<file path="config.mk">
export PLATFORM = sky130hd
export DESIGN_NAME = halfword_bridge
export DESIGN_NICKNAME = d
export VERILOG_FILES = /design/src/rtl/hbr_pkg.sv /design/src/rtl/hbr_ctrl.sv /design/src/rtl/hbr_datapath.sv /design/src/rtl/halfword_bridge.sv
export SDC_FILE = /design/constraint.sdc
export NUM_CORES = 1
export LEC_CHECK = 0
export BUFFER_PORTS_ARGS = -buffer_cell sky130_fd_sc_hd__buf_4
export CAP_MARGIN = 20
export CORE_MARGIN = 2
export CORE_UTILIZATION = 47
export DETAILED_ROUTE_END_ITERATION = 10
export GPL_ROUTABILITY_DRIVEN = 0
export PLACE_DENSITY = 0.87
export SYNTH_ARGS = -nofsm -noshare
export SYNTH_HDL_FRONTEND = slang
export SYNTH_SLANG_ARGS = --single-unit
</file>
<file path="constraint.sdc">
create_clock -name clk -period 2 [get_ports clk]
set_input_delay 0.4 -clock clk [delete_from_list [all_inputs] [get_ports clk]]
set_output_delay 0.4 -clock clk [all_outputs]
set_load 0.01 [all_outputs]
</file>
<file path="src/rtl/hbr_pkg.sv">
package hbr_pkg;
  typedef enum logic [1:0] {SEQ_IDLE, SEQ_WR, SEQ_RD} seq_e;

  typedef struct packed {
    logic effHalf;   // half after swap
    logic wrFirst;   // store first write half
    logic wrFire;    // assemble and issue internal write
    logic rdLaunch;  // launch internal read, take snapshot
    logic rdSecond;  // serve other half from snapshot
    logic rdBad;     // repeated half: invalid data
  } hbrStrobe_t;
endpackage

</file>
<file path="src/rtl/hbr_ctrl.sv">
module hbr_ctrl
  import hbr_pkg::*;
#(
  parameter int WA = 6
) (
  input  logic          clk,
  input  logic          rst_n,
  input  logic          hostWr,
  input  logic          hostRd,
  input  logic          hostA1,
  input  logic [WA-1:0] hostWord,
  input  logic          swapOn,
  output hbrStrobe_t    st
);
  seq_e          kind;
  logic          pendHalf;
  logic [WA-1:0] pendWord;
  logic          rdEn, sameWord, rdMatch, wrMatch;

  always_comb begin
    rdEn        = hostRd & ~hostWr;
    sameWord    = (hostWord == pendWord);
    wrMatch     = hostWr && (kind == SEQ_WR) && sameWord;
    rdMatch     = rdEn && (kind == SEQ_RD) && sameWord;
    st.effHalf  = hostA1 ^ swapOn;
    st.wrFirst  = hostWr && !wrMatch;
    st.wrFire   = wrMatch && (st.effHalf != pendHalf);
    st.rdLaunch = rdEn && !rdMatch;
    st.rdSecond = rdMatch && (st.effHalf != pendHalf);
    st.rdBad    = rdMatch && (st.effHalf == pendHalf);
  end

  always_ff @(posedge clk or negedge rst_n) begin
    if (!rst_n) begin
      kind     <= SEQ_IDLE;
      pendHalf <= 1'b0;
      pendWord <= '0;
    end else if (st.wrFirst || st.rdLaunch) begin
      kind     <= st.wrFirst ? SEQ_WR : SEQ_RD;
      pendHalf <= st.effHalf;
      pendWord <= hostWord;
    end else if (hostWr || rdEn) begin
      kind     <= SEQ_IDLE;
    end
  end
endmodule

</file>
<file path="src/rtl/hbr_datapath.sv">
module hbr_datapath
  import hbr_pkg::*;
#(
  parameter int WA = 6,
  parameter int HW = 16,
  localparam int DW = 2 * HW
) (
  input  logic          clk,
  input  logic          rst_n,
  input  hbrStrobe_t    st,
  input  logic [WA-1:0] hostWord,
  input  logic [HW-1:0] hostWdata,
  input  logic [DW-1:0] regRdata,
  output logic          regWr,
  output logic [WA-1:0] regWrAddr,
  output logic [DW-1:0] regWdata,
  output logic [HW-1:0] hostRdata
);
  logic [HW-1:0] pendData;
  logic [DW-1:0] snap;
  logic [HW-1:0] liveHalf, snapHalf;

  always_comb begin
    liveHalf = st.effHalf ? regRdata[DW-1:HW] : regRdata[HW-1:0];
    snapHalf = st.effHalf ? snap[DW-1:HW]     : snap[HW-1:0];
  end

  always_ff @(posedge clk or negedge rst_n) begin
    if (!rst_n) begin
      regWr     <= 1'b0;
      regWrAddr <= '0;
      regWdata  <= '0;
      pendData  <= '0;
      snap      <= '0;
      hostRdata <= '0;
    end else begin
      regWr <= st.wrFire;
      if (st.wrFirst) pendData <= hostWdata;
      if (st.wrFire) begin
        regWrAddr <= hostWord;
        regWdata  <= st.effHalf ? {hostWdata, pendData} : {pendData, hostWdata};
      end
      if (st.rdLaunch) begin
        snap      <= regRdata;
        hostRdata <= liveHalf;
      end else if (st.rdSecond) begin
        hostRdata <= snapHalf;
      end else if (st.rdBad) begin
        hostRdata <= '0;
      end
    end
  end
endmodule

</file>
<file path="src/rtl/halfword_bridge.sv">
module halfword_bridge
  import hbr_pkg::*;
#(
  parameter int AW = 8,
  parameter int HW = 16,
  localparam int WA = AW - 2,
  localparam int DW = 2 * HW
) (
  input  logic          clk,
  input  logic          rst_n,
  input  logic [AW-1:0] hostAddr,
  input  logic          hostWr,
  input  logic          hostRd,
  input  logic [HW-1:0] hostWdata,
  output logic [HW-1:0] hostRdata,
  input  logic [31:0]   swapCtl,
  output logic          regWr,
  output logic [WA-1:0] regWrAddr,
  output logic [DW-1:0] regWdata,
  output logic          regRd,
  output logic [WA-1:0] regRdAddr,
  input  logic [DW-1:0] regRdata
);
  hbrStrobe_t    st;
  logic [WA-1:0] hostWord;
  logic          swapOn;

  assign hostWord  = hostAddr[AW-1:2];
  assign swapOn    = &swapCtl;
  assign regRd     = st.rdLaunch;
  assign regRdAddr = hostWord;

  hbr_ctrl #(.WA(WA)) u_ctrl (
    .clk(clk), .rst_n(rst_n), .hostWr(hostWr), .hostRd(hostRd),
    .hostA1(hostAddr[1]), .hostWord(hostWord), .swapOn(swapOn), .st(st)
  );

  hbr_datapath #(.WA(WA), .HW(HW)) u_dp (
    .clk(clk), .rst_n(rst_n), .st(st), .hostWord(hostWord),
    .hostWdata(hostWdata), .regRdata(regRdata), .regWr(regWr),
    .regWrAddr(regWrAddr), .regWdata(regWdata), .hostRdata(hostRdata)
  );
endmodule

</file>
## Word-level counts from Yosys, hierarchy flattened

Cells that the tools add are included.

| word-level totals | value |
|---|---|
| bits in registers | 112 |
| input bits | 92 |
| logic and storage cells | 42 |

| operators by class | value |
|---|---|
| equal/unequal tests | 5 |
| mux-type cells | 9 |
| bitwise gates (word level) | 3 |
| reductions and logical operators | 16 |

Operators by type and width:

| kind | number |
|---|---|
| 16-bit two-way mux | 5 |
| 32-bit two-way mux | 1 |
| 32-bit AND reduction | 1 |
| 1-bit logical AND | 9 |
| 6-bit == test | 1 |
| 2-bit two-way mux | 3 |
| 3-bit nonzero test | 1 |
| 2-bit by 1-bit == test with 1-bit output (second input constant) | 1 |
| 2-bit == test (second input constant) | 1 |
| 1-bit zero test | 2 |
| 1-bit logical OR | 2 |
| 2-bit nonzero test | 1 |
| 1-bit AND | 1 |
| 1-bit == test | 1 |
| 1-bit inequality test | 1 |
| 1-bit NOT | 1 |
| 1-bit XOR | 1 |

## Depth between registers and ports, before layout

Gate-level depths: netlist (run 1).

| depth | value |
|---|---|
| depth after elaboration | 8 |
| depth in mapped cells | 9 |
| mapped depth without buffers | 8 |

## By module

From an unflattened synthesis (run 1), not the netlist that was laid out.

| unflattened totals | value |
|---|---|
| cell total of the unflattened synthesis | 405 |
| area, all modules | 5238.8 sq um |

Modules (own cells, without submodules):

| module | instances | cells each | area an instance (sq um) | sequential area each (sq um) |
|---|---|---|---|---|
| hbr_datapath | 1 | 345 | 4619.4 | 2577.5 |
| hbr_ctrl | 1 | 43 | 505.5 | 225.2 |
| halfword_bridge | 1 | 17 | 113.9 | 0.0 |

## Worst setup path after synthesis (run 1)

Ideal clock, no wire load.

| timing | value |
|---|---|
| path kind | input to register |
| start | input port swapCtl[20] |
| end | register u_dp.hostRdata[10] |
| arrival time | 1.915 ns |
| required time | 1.858 ns |
| path slack | -0.057 ns |
| cell stages on the path | 8 |
| buffers on the path | 2 |
| path through | nand4_1 -> nor4_2 -> nand2_1 -> xor2_1 -> buf_2 -> buf_2 -> mux2i_1 -> o221ai_1 |

| between the ends | value |
|---|---|
| word-level cells in the longest chain between the ends | 6 |

Ends and longest elaborated chain:

| what | RTL line | RTL |
|---|---|---|
| from (decl) | halfword_bridge.sv:16 | `input logic [31:0] swapCtl,` |
| 32-bit AND reduction (*) | halfword_bridge.sv:29 | `assign swapOn = &swapCtl;` |
| 1-bit XOR (*) | hbr_ctrl.sv:25 | `st.effHalf = hostA1 ^ swapOn;` |
| 1-bit inequality test | hbr_ctrl.sv:29 | `st.rdSecond = rdMatch && (st.effHalf != pendHalf);` |
| 1-bit logical AND | hbr_ctrl.sv:29 |  |
| 16-bit two-way mux | hbr_datapath.sv:46 | `end else if (st.rdSecond) begin` |
| 16-bit two-way mux | hbr_datapath.sv:43 | `if (st.rdLaunch) begin` |
| to (signal assigned) | hbr_datapath.sv:45 | `hostRdata <= liveHalf;` |
| to (signal assigned) | hbr_datapath.sv:47 | `hostRdata <= snapHalf;` |
| to (decl) | hbr_datapath.sv:17 | `output logic [HW-1:0] hostRdata` |

Mark *: on every way between the ends. The rest lies on a longest branch, timed or not.
A chain may end at the register's enable or synchronous reset.

## Final worst setup path (run 1)

| timing | value |
|---|---|
| start | register u_ctrl.pendWord[1] |
| end | output port regRd |

| between the ends | value |
|---|---|
| word-level cells in the longest chain between the ends | 4 |

Ends and longest elaborated chain:

| what | RTL line | RTL |
|---|---|---|
| from (decl) | hbr_ctrl.sv:17 | `logic [WA-1:0] pendWord;` |
| from (signal assigned) | hbr_ctrl.sv:41 | `pendWord <= hostWord;` |
| 6-bit == test | hbr_ctrl.sv:22 | `sameWord = (hostWord == pendWord);` |
| 1-bit logical AND | hbr_ctrl.sv:24 | `rdMatch = rdEn && (kind == SEQ_RD) && sameWord;` |
| 1-bit zero test | hbr_ctrl.sv:28 | `st.rdLaunch = rdEn && !rdMatch;` |
| 1-bit logical AND | hbr_ctrl.sv:28 |  |
| to (decl) | halfword_bridge.sv:20 | `output logic regRd,` |

Every way passes these cells.

==> results of run 1 <==
[worst paths after layout]
check | cells past startpoint | to
min | 2 | u_ctrl.pendWord[2]
max | 8 | regRd
min reg2reg | 2 | u_dp.snap[29]
min in group clk | 2 | u_ctrl.kind[1]
max in group asynchronous | 2 | u_dp.hostRdata[8]
max reg2reg | 11 | u_dp.regWdata[20]
[cells in the final DEF, fill, tap and decap left out, types with 2 or more instances in the layout]
cell type / instances
o221ai_2: 15
mux2_4: 12
a21oi_1: 29
mux2i_1: 65
clkbuf_8: 10
dfrtp_1: 112
nor2_1: 37
nand2_1: 114
inv_1: 2
clkbuf_1: 6
buf_12: 11
mux2_2: 16
bufbuf_16: 2
nand2b_1: 3
buf_6: 7
buf_4: 166
a21oi_2: 4
nor4_2: 3
xor2_1: 6
buf_16: 6
nand4_1: 10
[registers in the layout, indices dropped and copies added, names as in the netlist]
signal,flops
u_ctrl.kind,2
u_dp.regWdata,32
u_dp.snap,32
u_dp.hostRdata,16
u_dp.regWrAddr,6
u_dp.regWr,1
u_dp.pendData,16
u_ctrl.pendHalf,1
u_ctrl.pendWord,6
[cell families after synthesis]
logic type / count (synthesis) / synth area share [%]
mux: 93 / 19.4
simple gates: 169 / 13.8
flops: 112 / 54.9
xor+xnor: 7 / 1.20
compound gates: 55 / 6.96
buf+inv: 36 / 3.82
[timing repair]
item / 4_1_cts / 5_1_grt
cloned: 8 / 1
buffers inserted: 8 / 2
pin swaps: 5 / 0
setup endpoints to repair: 99 / 111
resized for setup: 19 / 25
[final cells by class]
cell class              instances  area (um^2)
fillers                       770         3460
multi-input cells             324         2270
repair buffers                194         1820
clock buffers                  16          160
inverters                       3         11.3
well taps                     140          175
flip-flops and latches        112         2800
[layer usage]
metal | vias up | global-route usage, % | share of wire (%)
li1 | 1963 | - | -
met1 | 2048 | 28.8 | 41
met5 | - | 0 | 0
met4 | 0 | 8.24 | 1.8
met3 | 25 | 5.42 | 6.1
met2 | 132 | 38.9 | 51
[per-stage QoR]
step / TNS [ps] / hold WS [ps] / instances / setup slack [ps] / area (um^2)
3_5_place_dp: -18130 / 461 / 755 / -286 / 6540
3_3_place_gp: -8770 / 456 / 755 / -168 / 6540
4_1_cts: -2700 / 135 / 786 / -242 / 7060
5_1_grt: -13420 / 156 / 789 / -410 / 7240
2_1_floorplan: 0 / 104 / 472 / 0.171 / 5110
6_report: -4090 / 100 / 789 / -257 / 7240
[critical path, stage by stage, from the launching register on]
cell     delay (ps)
dfrtp_1         400
xor2_1          160
nor4_2          280
buf_4           160
nand4_1         120
nand3_2         110
inv_2            40
buf_6           110
buf_6           110
[power groups by stage]
stage | logic, mW | registers (mW) | clock network (mW)
floorplan | 0.480 | 2.80 | 0
global placement | 1.08 | 2.75 | 0
detailed placement | 1.13 | 2.77 | 0
CTS | 1.15 | 2.73 | 1.22
global route | 1.32 | 2.76 | 1.31
finish | 1.20 | 2.73 | 1.19
==> flow_summary.ini, run 1 <==
[detailed_routing]
first_pass_iters = 4
vias = 4168
drc_errors = 0
drtIter0Drc = 238
wirelength_um = 13400
viasPerCell = 5.28
wl_per_cell_um = 17.0
postRouteAntennaNets = 0

[worst_setup_path]
cp-end-kind = primary output
regToRegSetupSlack_ps = -210
worst_ep_arrival_time_ps = 1860
reg2reg_from = u_ctrl.pendWord[1]
critPathMaxFanout = 2
startpoint = u_ctrl.pendWord[1]
worstSetupPathType = register to primary output
critPathLaunchType = register
cp.required_ps = 1600

[sta]
slew_headroom_pct = 59.9
rsz0062_at_grt = yes
final.period_utilization_pct = 113
max_freq_mhz = 443
fin_skew_ps = 5.81
setup_viol = 39
layout_min_cycle_time_ps = 2260
tightest_slew_ps = 601
drv_slew = 0
fin_ws_ps = -257
hold_viol_final = 0

[synth]
syn-num-nets = 564
synth-warning-count = 0
netlist.area_leader.share_pct = 54.9
synthTopCellsByCount = nand2_1, dfrtp_1, mux2i_1, nor2_1, a21oi_1
yosysMostFrequentCell = nand2_1
ys.flop_type = dfrtp_1
synth.largest_area_cell = dfrtp_1
synth-edff-count = 0
yosysSeqAreaShare_pct = 54.9
synth.area.top_cells = dfrtp_1, mux2i_1, nand2_1
syn_inst = 472
syn_avg_cell_area_um2 = 10.8
ys_ff_latch = 112
async_flop_share_pct = 100
netlist_area_um2 = 5100
ys_types = 27

[clocking]
path_clk_slew_ps = 90
cts_tree = built
clock_tree.root_cell = clkbuf_8
worstSkewPairLatency_ps = 370
cts_max_level = 3
cts_num_sinks = 112
cts_buffers = 9
clockBufferDepth = 2
postCtsHoldBufs = 0

[finish]
num-nets-final = 736
fin_util_pct = 67.7
area_growth_syn_to_layout_pct = 41.8
num_antenna_cells = 0
drive_above_1_share_pct = 40.1

[power_and_ir_drop]
power.static_leakage_nw = 3.68
clock_power_share_pct = 23.3
finalPower_mw = 5.13
internal_power_mw = 3.68
switching_share_pct = 28.3
pwr_density_cell_nw_per_um2 = 708
power.share.combinational_pct = 23.4
seqPwrFrac_pct = 53.3
irDropWorstVdd_v = 0.000439
switching_power_mw = 1.45

[placed_design]
dp.final_hpwl_um = 8680
port_buffers = 152

[floorplan]
pin_count = 154
initial_core_util_pct = 47.7
fp.dieH_um = 108
coreArea_um2 = 10700
rows = 38
fp.dieArea_um2 = 11700
die_x_um = 108

[grt]
grt_pass1_vias = 4274
antenna_found_initial = 0
overflow = 0
grt_pass1_wl_um = 21000
grt_use_total_pct = 23.0
grt_max_degree = 113

[outcome]
violations = negative setup slack
status = finished with violations

[hold_path]
hold_class = primary input to asynchronous set/reset pin

[flow_run]
drv_cap = 0
Note: power is estimated with default switching activity, not from simulation.
==> run 2, diff against run 1 <==
--- a/config.mk
+++ b/config.mk
@@ -12,6 +12,7 @@
 export DETAILED_ROUTE_END_ITERATION = 10
 export GPL_ROUTABILITY_DRIVEN = 0
 export PLACE_DENSITY = 0.87
+export SETUP_SLACK_MARGIN = 0.15
 export SYNTH_ARGS = -nofsm -noshare
 export SYNTH_HDL_FRONTEND = slang
 export SYNTH_SLANG_ARGS = --single-unit
==> constraint.sdc (replaced) <==
create_clock -name clk -period 2 [get_ports clk]
set_input_delay 0.4 -clock clk [delete_from_list [all_inputs] [get_ports clk]]
set_output_delay 0.4 -clock clk [all_outputs]
set_load 0.1 [all_outputs]
==> run 2 against run 1 <==
  * The run still ends with negative setup slack left
  * Cell area is 14% higher
  * Clock power is 18% higher
  * Critical path type is now register to register
  * Sequential share of layout area is 4.8 points lower
  * Clock-buffer cell count decreased by 6
  * Global-route usage grew 3.5 points
  * Fmax is 1.1% lower
  * Wire length increased by 22%
  * Sequential cell count did not move
  * Critical path depth grew 3
==> flow_summary.ini, run 2 (same netlist as run 1, synthesis figures left out) <==
[floorplan]
fp.dieArea_um2 = 11700
rows = 38
die_x_um = 108
fp.dieH_um = 108
coreArea_um2 = 10700
initial_core_util_pct = 47.7
pin_count = 154

[sta]
layout_min_cycle_time_ps = 2280
fin_skew_ps = 13.4
fin_ws_ps = -283
hold_viol_final = 0
drv_slew = 0
tightest_slew_ps = 414
max_freq_mhz = 438
rsz0062_at_grt = yes
final.period_utilization_pct = 114
slew_headroom_pct = 72.3
setup_viol = 84

[finish]
drive_above_1_share_pct = 53.3
area_growth_syn_to_layout_pct = 62.0
num_antenna_cells = 0
layoutNonFillerInstCount = 821
final_cell_mix = buf_4, dfrtp_1, nand2_1, mux2i_1, a21oi_2
layout_commonest_cell = buf_4
top_regs = u_dp.regWdata (32), u_dp.snap (32)
num-nets-final = 768
stdcell_area_um2 = 8270

[clocking]
cts_buffers = 9
cts_max_level = 3
cts_tree = built
clock_tree.root_cell = clkbuf_8
path_clk_slew_ps = 110
worstSkewPairLatency_ps = 370
clockBufferDepth = 2
cts_num_sinks = 112

[worst_setup_path]
worstSetupPathType = register to register
critPathLaunchType = register
cp.required_ps = 2290
cp-end-kind = register
worst_ep_arrival_time_ps = 2580
critPathMaxFanout = 8

[grt]
antenna_found_initial = 0
grt_use_total_pct = 26.5
grt_max_degree = 65
grt_pass1_vias = 4687
grt_pass1_wl_um = 24000
overflow = 0

[hold_path]
hold_class = primary input to register

[power_and_ir_drop]
power.static_leakage_nw = 4.11
pwr_density_cell_nw_per_um2 = 825
irDropWorstVdd_v = 0.000592

[placed_design]
place_area_um2 = 6720
port_buffers = 152
dp.final_hpwl_um = 9180
dp.cells = 766

[detailed_routing]
viasPerCell = 5.51
drc_errors = 0
drtIter0Drc = 231
postRouteAntennaNets = 0
vias = 4521
first_pass_iters = 5
wirelength_um = 16300
wl_per_cell_um = 19.9

[flow_run]
drv_cap = 0

[outcome]
violations = negative setup slack
status = finished with violations
==> run 2: changes by cell type in the layout (fill, tap and decap cells not counted), sizes merged <==
cell | previous run | this run
bufinv | 0 | 1
bufbuf | 2 | 0
buf | 191 | 219
dlygate4sd3 | 0 | 1
clkinv | 0 | 2
clkinvlp | 0 | 2
inv | 3 | 4
clkbuf | 17 | 16
==> run 2: metrics by stage <==
step | setup slack [ps] | utilization [%] | total power [mW] | TNS (ps) | hold WS (ps)
2_1_floorplan | 89.7 | - | 4.39 | 0 | 104
3_3_place_gp | -103 | 62.8 | 4.99 | -3960 | 297
3_5_place_dp | -172 | 62.8 | 5.07 | -7720 | 304
4_1_cts | -256 | 72.4 | 6.62 | -7780 | 191
5_1_grt | -378 | 77.3 | 7.07 | -24590 | 207
6_report | -283 | 77.3 | 6.82 | -17240 | 212
==> run 2: path summary, 6_finish.rpt <==
| check | start | endpoint | slack, ps | depth (start not counted) |
|---|---|---|---|---|
| worst max register to register | u_ctrl.pendWord[1] | u_dp.regWdata[4] | -280 | 11 |
| worst min register to register | u_dp.snap[21] | u_dp.snap[21] | 470 | 2 |
| max in group asynchronous | rst_n | u_dp.hostRdata[11] | 920 | 3 |
| min in group asynchronous | rst_n | u_dp.regWdata[9] | 440 | 2 |
| worst min-delay path | hostWr | u_ctrl.kind[1] | 210 | 2 |
| worst max-delay path | u_ctrl.pendWord[1] | u_dp.regWdata[4] | -280 | 11 |
==> run 2: worst max-delay path, cell delays in order (launching register included) <==
cell and delay [ps]:
dfrtp_1 400, xor2_1 160, nor4_2 390, buf_4 180
buf_6 90, nand4_1 120, a21oi_4 240, clkbuf_16 220
buf_12 110, buf_16 150, nor2_4 40, a21oi_2 110
==> run 2: layer usage <==
metal  vias to the layer above  wire length, um  GRT usage [%]
li1                       2039                -              -
met1                      2271             6180           32.3
met2                       187             8970           47.5
met3                        24              982           5.12
met4                         0              214           7.97
met5                         -                0              0
==> run 2: timing repair <==
item,in CTS,in global routing
hold buffers,1,0
endpoints found under the hold margin,17,0
cloned,9,7
setup endpoints to repair,78,113
pin swaps,4,28
resized for setup,109,73
buffers inserted,13,9
==> run 2: where the power goes <==
part,switching [mW],total [mW],internal [mW]
Clock,0.785,1.40,0.619
Combinational,1.79,2.63,0.840
Sequential,0.242,2.79,2.55
Total,2.82,6.82,4.01
==> run 2: area by class of cell <==
cell class,count,area [um^2]
Inverter,3,11.3
Timing Repair Buffer,226,2360
Multi-Input combinational cell,324,2710
Clock inverter,6,67.6
Fill cell,623,2430
Tap cell,140,175
Clock buffer,10,138
Sequential cell,112,2800
